## config.mk

```make
export PLATFORM = sky130hd
export DESIGN_NAME = cae_pair_updater
export DESIGN_NICKNAME = d
export VERILOG_FILES = /design/src/rtl/cae_pair_pkg.sv /design/src/rtl/cae_ctx_uniform.sv /design/src/rtl/cae_const_lane.sv /design/src/rtl/cae_pair_updater.sv
export SDC_FILE = /design/constraint.sdc
export NUM_CORES = 1
export LEC_CHECK = 0
export ABC_AREA = 1
export BUFFER_PORTS_ARGS = -buffer_cell sky130_fd_sc_hd__buf_2
export CAP_MARGIN = 20
export CORE_ASPECT_RATIO = 1.25
export CORE_MARGIN = 2
export CORE_UTILIZATION = 65
export CTS_BUF_LIST = sky130_fd_sc_hd__clkbuf_8
export DETAILED_ROUTE_END_ITERATION = 6
export GPL_ROUTABILITY_DRIVEN = 0
export PLACE_DENSITY_LB_ADDON = 0.08
export SLEW_MARGIN = 5
export SYNTH_ARGS = -nofsm -noshare
export SYNTH_HDL_FRONTEND = slang
export SYNTH_SLANG_ARGS = --single-unit
```

## constraint.sdc

```tcl
create_clock -name clk -period 31.1 [get_ports clk]
set_input_delay 6.22 -clock clk [delete_from_list [all_inputs] [get_ports clk]]
set_output_delay 6.22 -clock clk [all_outputs]
set_load 0.05 [all_outputs]
```

## src/rtl/cae_pair_pkg.sv

```systemverilog
package cae_pair_pkg;
  localparam int RW = 32;
  localparam int PW = RW / 2;
  localparam logic [RW-1:0] QUARTER = {2'b01, {(RW-2){1'b0}}};

  typedef struct packed {
    logic [RW-1:0] low;
    logic [RW-1:0] rng;
  } ivl_t;

  // one interval update given the LPS sub-range and the symbol polarity
  function automatic ivl_t ivl_apply(ivl_t cur, logic [RW-1:0] rlps, logic is_lps);
    ivl_t nxt;
    nxt = cur;
    if (is_lps) begin
      nxt.low = cur.low + (cur.rng - rlps);
      nxt.rng = rlps;
    end else begin
      nxt.rng = cur.rng - rlps;
    end
    return nxt;
  endfunction

  function automatic logic below_quarter(logic [RW-1:0] r);
    return r < QUARTER;
  endfunction

  function automatic logic [RW-1:0] scale_hi(logic [RW-1:0] r, logic [PW-1:0] c);
    logic [2*PW-1:0] p;
    p = r[RW-1 -: PW] * c;
    return p[RW-1:0];
  endfunction
endpackage

```

## src/rtl/cae_ctx_uniform.sv

```systemverilog
module cae_ctx_uniform #(
  parameter int W_INTRA = 10,
  parameter int W_INTER = 9
) (
  input  logic [W_INTRA-1:0] ctx,
  input  logic               mode,
  output logic               uniform,
  output logic               all_one
);
  localparam logic [W_INTRA-1:0] MASK_INTRA = {W_INTRA{1'b1}};
  localparam logic [W_INTRA-1:0] MASK_INTER =
    {{(W_INTRA-W_INTER){1'b0}}, {W_INTER{1'b1}}};

  logic [W_INTRA-1:0] mask;
  logic [W_INTRA-1:0] seen;

  always_comb begin
    mask    = mode ? MASK_INTER : MASK_INTRA;
    seen    = ctx & mask;
    all_one = (seen == mask);
    uniform = all_one || (seen == '0);
  end
endmodule

```

## src/rtl/cae_const_lane.sv

```systemverilog
module cae_const_lane
  import cae_pair_pkg::*;
#(
  parameter logic [PW-1:0] K_INTRA_ZERO = 16'd68,
  parameter logic [PW-1:0] K_INTRA_ONE  = 16'd120,
  parameter logic [PW-1:0] K_INTER_ZERO = 16'd17,
  parameter logic [PW-1:0] K_INTER_ONE  = 16'd30
) (
  input  logic [RW-1:0] rng,
  input  logic          mode,
  input  logic          all_one,
  output logic [RW-1:0] rlps
);
  localparam int NK = 4;
  localparam logic [PW-1:0] KTAB [NK] =
    '{K_INTRA_ZERO, K_INTRA_ONE, K_INTER_ZERO, K_INTER_ONE};

  logic [RW-1:0] prod [NK];

  // one hard-wired constant product per context class
  for (genvar g = 0; g < NK; g++) begin : g_kmul
    always_comb prod[g] = scale_hi(rng, KTAB[g]);
  end

  always_comb rlps = prod[{mode, all_one}];
endmodule

```

## src/rtl/cae_pair_updater.sv

```systemverilog
module cae_pair_updater
  import cae_pair_pkg::*;
#(
  parameter int W_INTRA = 10,
  parameter int W_INTER = 9,
  parameter logic [PW-1:0] K_INTRA_ZERO = 16'd68,
  parameter logic [PW-1:0] K_INTRA_ONE  = 16'd120,
  parameter logic [PW-1:0] K_INTER_ZERO = 16'd17,
  parameter logic [PW-1:0] K_INTER_ONE  = 16'd30
) (
  input  logic               clk,
  input  logic               rst_n,
  input  logic               step,
  input  logic               mode,
  input  logic               sym_cur,
  input  logic               sym_nxt,
  input  logic [W_INTRA-1:0] ctx_cur,
  input  logic [W_INTRA-1:0] ctx_nxt,
  input  logic [PW-1:0]      tbl_clps,
  input  logic               tbl_lps_sym,
  input  logic [RW-1:0]      low_in,
  input  logic [RW-1:0]      range_in,
  output logic [RW-1:0]      low_out,
  output logic [RW-1:0]      range_out,
  output logic [1:0]         advance,
  output logic               renorm_req
);
  localparam int NL = 2;

  function automatic logic [PW-1:0] class_const(logic inter, logic one);
    case ({inter, one})
      2'b00:   return K_INTRA_ZERO;
      2'b01:   return K_INTRA_ONE;
      2'b10:   return K_INTER_ZERO;
      default: return K_INTER_ONE;
    endcase
  endfunction

  // held second symbol of a split pair
  logic          hold_v;
  logic          hold_lps;
  logic [PW-1:0] hold_k;

  // context classification, one detector per lane
  logic [W_INTRA-1:0] lane_ctx [NL];
  logic [NL-1:0]      lane_uni;
  logic [NL-1:0]      lane_one;

  always_comb begin
    lane_ctx[0] = ctx_cur;
    lane_ctx[1] = ctx_nxt;
  end

  for (genvar k = 0; k < NL; k++) begin : g_det
    cae_ctx_uniform #(.W_INTRA(W_INTRA), .W_INTER(W_INTER)) u_det (
      .ctx     (lane_ctx[k]),
      .mode    (mode),
      .uniform (lane_uni[k]),
      .all_one (lane_one[k])
    );
  end

  // named internal events
  logic uni_path;
  logic pair_ok;
  logic first_low;
  logic split_evt;

  ivl_t          iv_in, iv_first, iv_pair;
  logic [RW-1:0] rlps_k0, rlps_k1, rlps_gen, rlps0;
  logic [PW-1:0] k_gen;
  logic          lps_gen, lps0, lps1;

  always_comb begin
    iv_in.low = low_in;
    iv_in.rng = range_in;
    uni_path  = !hold_v && lane_uni[0];
    pair_ok   = !hold_v && lane_uni[0] && lane_uni[1] && (lane_one[0] == lane_one[1]);
  end

  cae_const_lane #(
    .K_INTRA_ZERO(K_INTRA_ZERO), .K_INTRA_ONE(K_INTRA_ONE),
    .K_INTER_ZERO(K_INTER_ZERO), .K_INTER_ONE(K_INTER_ONE)
  ) u_lane0 (
    .rng     (range_in),
    .mode    (mode),
    .all_one (lane_one[0]),
    .rlps    (rlps_k0)
  );

  // general path: table probability or held constant
  always_comb begin
    k_gen    = hold_v ? hold_k : tbl_clps;
    lps_gen  = hold_v ? hold_lps : (sym_cur == tbl_lps_sym);
    rlps_gen = scale_hi(range_in, k_gen);
    rlps0    = uni_path ? rlps_k0 : rlps_gen;
    lps0     = uni_path ? (sym_cur != lane_one[0]) : lps_gen;
    iv_first = ivl_apply(iv_in, rlps0, lps0);
    first_low = below_quarter(iv_first.rng);
    split_evt = pair_ok && first_low;
  end

  cae_const_lane #(
    .K_INTRA_ZERO(K_INTRA_ZERO), .K_INTRA_ONE(K_INTRA_ONE),
    .K_INTER_ZERO(K_INTER_ZERO), .K_INTER_ONE(K_INTER_ONE)
  ) u_lane1 (
    .rng     (iv_first.rng),
    .mode    (mode),
    .all_one (lane_one[1]),
    .rlps    (rlps_k1)
  );

  always_comb begin
    lps1    = (sym_nxt != lane_one[1]);
    iv_pair = ivl_apply(iv_first, rlps_k1, lps1);
    if (pair_ok && !first_low) begin
      low_out   = iv_pair.low;
      range_out = iv_pair.rng;
    end else begin
      low_out   = iv_first.low;
      range_out = iv_first.rng;
    end
    if (hold_v)       advance = 2'd0;
    else if (pair_ok) advance = 2'd2;
    else              advance = 2'd1;
    renorm_req = pair_ok ? (first_low || below_quarter(iv_pair.rng)) : first_low;
  end

  always_ff @(posedge clk or negedge rst_n) begin
    if (!rst_n) begin
      hold_v   <= 1'b0;
      hold_lps <= 1'b0;
      hold_k   <= '0;
    end else if (step) begin
      if (hold_v) begin
        hold_v <= 1'b0;
      end else if (split_evt) begin
        hold_v   <= 1'b1;
        hold_lps <= lps1;
        hold_k   <= class_const(mode, lane_one[1]);
      end
    end
  end

  assert_adv_code_R5: assert property (@(posedge clk) disable iff (!rst_n)
    advance != 2'd3);
  assert_held_no_advance_R9: assert property (@(posedge clk) disable iff (!rst_n)
    hold_v |-> advance == 2'd0);
  assert_held_released_R9: assert property (@(posedge clk) disable iff (!rst_n)
    (step && hold_v) |=> !hold_v);
  assert_split_holds_R8: assert property (@(posedge clk) disable iff (!rst_n)
    (step && split_evt) |=> hold_v);
  assert_idle_keeps_R11: assert property (@(posedge clk) disable iff (!rst_n)
    !step |=> $stable(hold_v));
  assert_range_shrinks_R4: assert property (@(posedge clk) disable iff (!rst_n)
    range_out <= range_in);
  assert_renorm_flag_R7: assert property (@(posedge clk) disable iff (!rst_n)
    renorm_req == (range_out < QUARTER));
endmodule

```

==> results of run 1 <==
cells in the final DEF (no fill, tap or decap), types with 4 or more instances in the layout:
master,Yosys,routed
nand2_1,689,689
inv_1,566,567
ha_1,322,322
nor2_1,288,287
fa_1,250,250
a21oi_1,248,248
o21ai_0,217,217
buf_2,3,173
nand3_1,105,105
xor2_1,94,94
xnor2_1,42,42
or2_2,29,29
o21bai_1,26,26
nand4_1,21,21
a31oi_1,20,20
buf_4,0,18
o221ai_1,16,16
nand2_2,15,15
nor3_1,14,14
o21ai_1,13,12
clkinv_1,12,12
o211ai_1,12,12
a21o_1,9,9
dfrtp_1,9,9
nand3_2,8,8
nor4_1,8,8
o22ai_1,7,7
o31ai_1,7,7
mux2i_1,7,7
o21a_1,6,6
and2_1,6,6
a211oi_1,5,5
a22oi_1,5,5
nor2_2,3,4
per-layer routing:
metal	wire [um]	up-vias
li1	-	10420
met1	25100	10352
met2	32900	1082
met3	5030	329
met4	5250	0
met5	0	-
path summary, 6_finish.rpt:
path | startpoint | endpoint | slack, ns | depth (start not counted)
max in group asynchronous | rst_n | hold_k[2] | 25.10 | 1
worst min register to register | hold_k[0] | hold_k[0] | 0.48 | 2
worst min-delay path | hold_k[0] | hold_k[0] | 0.48 | 2
worst max register to register | hold_v | hold_k[6] | 19.80 | 47
worst max-delay path | range_in[21] | low_out[30] | 2.33 | 79
min in group asynchronous | rst_n | hold_lps | 5.82 | 1
registers in the layout, indices dropped and copies added, names as in the netlist:
| signal | cells |
|---|---|
| hold_lps | 1 |
| hold_v | 1 |
| hold_k | 7 |
final cells by class:
type / count / area [um^2]
fill: 2878 / 9920
clock inverter: 1 / 3.75
sequential: 9 / 225
tap: 418 / 523
timing repair buffer: 191 / 1000
antenna: 1 / 2.50
clock buffer: 3 / 41.3
multi-input combinational: 2515 / 18600
inverter: 581 / 2180
worst max-delay path, delay by kind of cell:
kind,cells,cell delay (ns)
adders and majority gates,13,5.79
muxes,1,0.18
AOI/OAI and AO/OA,22,4.47
xor gates and xnor gates,5,0.84
and+or+nand+nor,21,2.72
buffers and inverters,17,2.32
through the flow:
| step | setup slack (ns) | hold WS [ns] | instance area, um^2 |
|---|---|---|---|
| global route | 1.06 | 0.495 | 22600 |
| finish | 2.33 | 0.479 | 22600 |
| CTS | 2.48 | 0.477 | 22600 |
| detailed placement | 2.50 | 0.466 | 22500 |
| global placement | 2.87 | 0.451 | 22500 |
| floorplan | 4.33 | 0.434 | 21300 |
kinds of logic after synthesis:
| family | share of synthesized area [%] |
|---|---|
| AND/OR/NAND/NOR | 23.0 |
| buffers and inverters | 11.5 |
| AO/OA/AOI/OAI | 15.9 |
| adder cells (fa/ha/maj) | 42.5 |
| XOR/XNOR | 5.68 |
| flip-flops | 1.06 |
| multiplexers | 0.330 |
==> metrics.cfg, run 1 <==
[outcome]
run_status=finished clean

[final_layout]
finish.net_count=3980
syn_to_final_growth_pct=6.18
drive_gt1_share_pct=7.94
finalNonFillerCells=3719
final_core_util_pct=69.5

[clock_network]
skew_pair_late_insertion_delay_ns=0.24
cts_inserted_buffers=3
clk_path_buf_depth=2
cts.hold.buffers_added=0
ctsResizeCount=0
clkSinkCount=9
clk_root_buffer_cell=clkbuf_8
post-cts-setup-buffer-count=0
cts_tree=done
cts_clk_pin_slew_worst_paths_ns=0.04
cts.htree.levels=1

[synth]
synth-async-reset-ratio_pct=100
synth_top_area_cell=fa_1
synthesis.area_mm2=0.0213
synth_top_area_share_pct=23.5
yosys-top-cells-area=fa_1 24%, ha_1 19%, nand2_1 12%
synthesis.area_per_instance_um2=6.69
synth_sequential_area_ratio_pct=1.06
synthDistinctLibCells=53
postSynthNetCount=3855
synth.cells.most_frequent=689 x nand2_1, 566 x inv_1, 322 x ha_1, 288 x nor2_1, 250 x fa_1
synth_cells=3176
synth_seq_cells=9
dominantRegCellSynth=dfrtp_1
synth.most_common_cell=nand2_1
synth_edf_count=0
synth-warning-count=0

[timing]
rsz0062_at_grt=false
setup_viol=0
period_share_pct=92.5
max_freq_mhz=34.8
final_period_minus_worst_setup_slack_ns=28.77
timing.clock.skew_ns=0.00275
setup_tns_after_final_layout_ns=0
timing.final.max_slew_violations=0
number_of_endpoints_with_negative_hold_slack_in_the_final_report=0
slew_headroom_pct=28.1
worst-slew-pin-transition_ns=1.07

[grt]
global_route.usage.met2_pct=71.7
grt_busiest_layer=met2
use_met3_pct=3.98
grt_max_degree=61
overflow=0
groute.usage.overall_pct=40.0
grt_pass1_wl_um=110000
grt_use_met1_pct=45.7
grt_pass1_vias=22509
grt_antenna_before_repair=1

[place]
io_buffer_count=173
number_of_placed_instances_taps_included=3714
dp_hpwl_um=56700

[floorplan]
floorplan.io_pins=174
start_util_pct=65.4
die_w_um=166
design.die.area_mm2=0.0342
core_area_mm2=0.0325
placementRows=74
die_h_um=206

[setup_path]
crit_path_end_kind=output port
cp_slowest_cell=o21ai_0
crit_path_max_fanout=16
timing.critical_path.required_ns=24.88
setup.worst_path.start_class=input pin
worst_path_largest_cell_delay_ns=0.87
critical_path_arrival_ns=22.55
crit_type=in2out
worst_path_most_repeated_cell=inv_1

[detailed_routing]
drc_violations_left=0
detail_route.first_pass.iterations=7
routed_via_density=5.96
avgRoutedWirePerCell_um=18.4
drtIter0Drc=1856
detailed_route_wire_length_um=68300
vias=22183
ant_nets=0

[flow_run]
maxCapViolCount=0

[min_path]
hold_path.class=reg2reg

Power of run 1 is not shown: default switching activity piles up to over one toggle a cycle in this logic, so the estimate is an artifact.
==> run 2, diff against run 1 <==
--- a/config.mk
+++ b/config.mk
@@ -10,7 +10,7 @@
 export CAP_MARGIN = 20
 export CORE_ASPECT_RATIO = 1.25
 export CORE_MARGIN = 2
-export CORE_UTILIZATION = 65
+export CORE_UTILIZATION = 30
 export CTS_BUF_LIST = sky130_fd_sc_hd__clkbuf_8
 export DETAILED_ROUTE_END_ITERATION = 6
 export GPL_ROUTABILITY_DRIVEN = 0
==> metrics.cfg, run 2 (synthesis gave the netlist of run 1 again) <==
[clock_network]
cts_inserted_buffers=3
clkSinkCount=9
clk_root_buffer_cell=clkbuf_8
cts.htree.levels=1
post-cts-setup-buffer-count=0
cts_tree=done
ctsResizeCount=0
skew_pair_late_insertion_delay_ns=0.23
cts_clk_pin_slew_worst_paths_ns=0.04
clk_path_buf_depth=2
cts.hold.buffers_added=0

[timing]
rsz0062_at_grt=false
max_freq_mhz=34.7
timing.clock.skew_ns=0.000180
setup_viol=0
final_period_minus_worst_setup_slack_ns=28.82
worst-slew-pin-transition_ns=1.07
setup_tns_after_final_layout_ns=0
slew_headroom_pct=28.2
timing.final.max_slew_violations=0
period_share_pct=92.7
number_of_endpoints_with_negative_hold_slack_in_the_final_report=0

[floorplan]
placementRows=109
core_area_mm2=0.0705
start_util_pct=30.2
die_w_um=242
floorplan.io_pins=174
die_h_um=302
design.die.area_mm2=0.0730

[setup_path]
cp_slowest_cell=o21ai_0
worst_path_most_repeated_cell=inv_1
worst_path_largest_cell_delay_ns=0.83
setup.worst_path.start_class=input pin
critical_path_arrival_ns=22.60
crit_path_end_kind=output port
path_depth=80
crit_path_max_fanout=11
crit_type=in2out
timing.critical_path.required_ns=24.88
path_delay_family=adder cells
count_of_buffering_cells_on_the_critical_path_with_inverters_included=18
worstRegToRegCells=47

[grt]
grt_pass1_wl_um=127000
grt_pass1_vias=21936
grt_max_degree=61
grt_antenna_before_repair=1
groute.usage.overall_pct=22.6
overflow=0

[final_layout]
largest_reg_flops=7
mostFrequentLayoutCell=nand2_1
drive_gt1_share_pct=8.28
top_regs=hold_k (7), hold_lps (1), hold_v (1)
registers.top_by_ff_count=hold_k
layout.cells.most_common_list=689 x nand2_1, 566 x inv_1, 322 x ha_1
finish.net_count=3991
n_fill_cell=7882
num_antenna_cells=0
syn_to_final_growth_pct=9.67

[detailed_routing]
routed_via_density=4.96
vias=21108
drc_violations_left=0
detail_route.first_pass.iterations=7
drtIter0Drc=1124
ant_nets=0
avgRoutedWirePerCell_um=19.5
detailed_route_wire_length_um=83100

[place]
dp_hpwl_um=70800
io_buffer_count=173

[min_path]
whs_path_depth=2
hold_path.class=reg2reg

[flow_run]
maxCapViolCount=0

[outcome]
run_status=finished clean

[run 2: cell count changes in the layout (fill, tap and decap cells not counted)]
cell / change
diode_2: -1
nor2_4: +1
buf_4: +10
clkbuf_4: +1
inv_2: +1
inv_1: -1
nor2_2: -1
[run 2: layout make-up]
cell class / instances / area, um^2 / share of cell area [%]
Clock buffer: 3 / 41.3 / 0.177
Timing Repair Buffer: 202 / 1080 / 4.65
Sequential cell: 9 / 225 / 0.966
Inverter: 581 / 2180 / 9.35
Multi-Input combinational cell: 2515 / 18600 / 79.8
Tap cell: 943 / 1180 / 5.06
Clock inverter: 1 / 3.75 / 0.0161
[run 2: path summary, 6_finish.rpt]
kind                             start     endpoint  slack, ns
setup / recovery           tbl_clps[2]  low_out[29]       2.28
hold / removal               hold_k[0]    hold_k[0]       0.47
setup reg to reg                hold_v    hold_k[6]      19.33
hold reg to reg              hold_k[0]    hold_k[0]       0.47
max in group asynchronous        rst_n    hold_k[5]      25.09
min in group asynchronous        rst_n    hold_k[4]       5.83
[run 2: worst register-to-register path: cells and delay by family, from the launching register on]
| kind | cells | cell delay [ns] |
|---|---|---|
| fa+ha+maj | 9 | 4.02 |
| simple gates | 24 | 4.35 |
| buf+inv | 8 | 1.46 |
| flops | 1 | 0.65 |
| xor+xnor | 1 | 0.27 |
| compound gates | 5 | 0.96 |
[run 2: stage by stage]
stage | std cells | area (um^2) | worst slack, ns | hold slack [ns] | utilization (%)
6_report | 4254 | 23300 | 2.28 | 0.470 | 33.1
5_1_grt | 4254 | 23300 | 1.05 | 0.493 | 33.1
4_1_cts | 4253 | 23300 | 1.80 | 0.467 | 33.1
3_5_place_dp | 4249 | 23300 | 1.85 | 0.456 | 33.0
3_3_place_gp | 4249 | 23300 | 2.22 | 0.453 | 33.0
2_1_floorplan | 3176 | 21300 | 4.33 | 0.434 | -
[run 2: layer usage]
metal	vias up	wire length (um)	global-route usage, %
met4	0	1710	4.61
met3	72	1990	0.917
met2	365	43500	43.4
li1	10440	-	-
met5	-	0	0
met1	10231	35800	27.9
Power of run 2 is left out for the same reason.
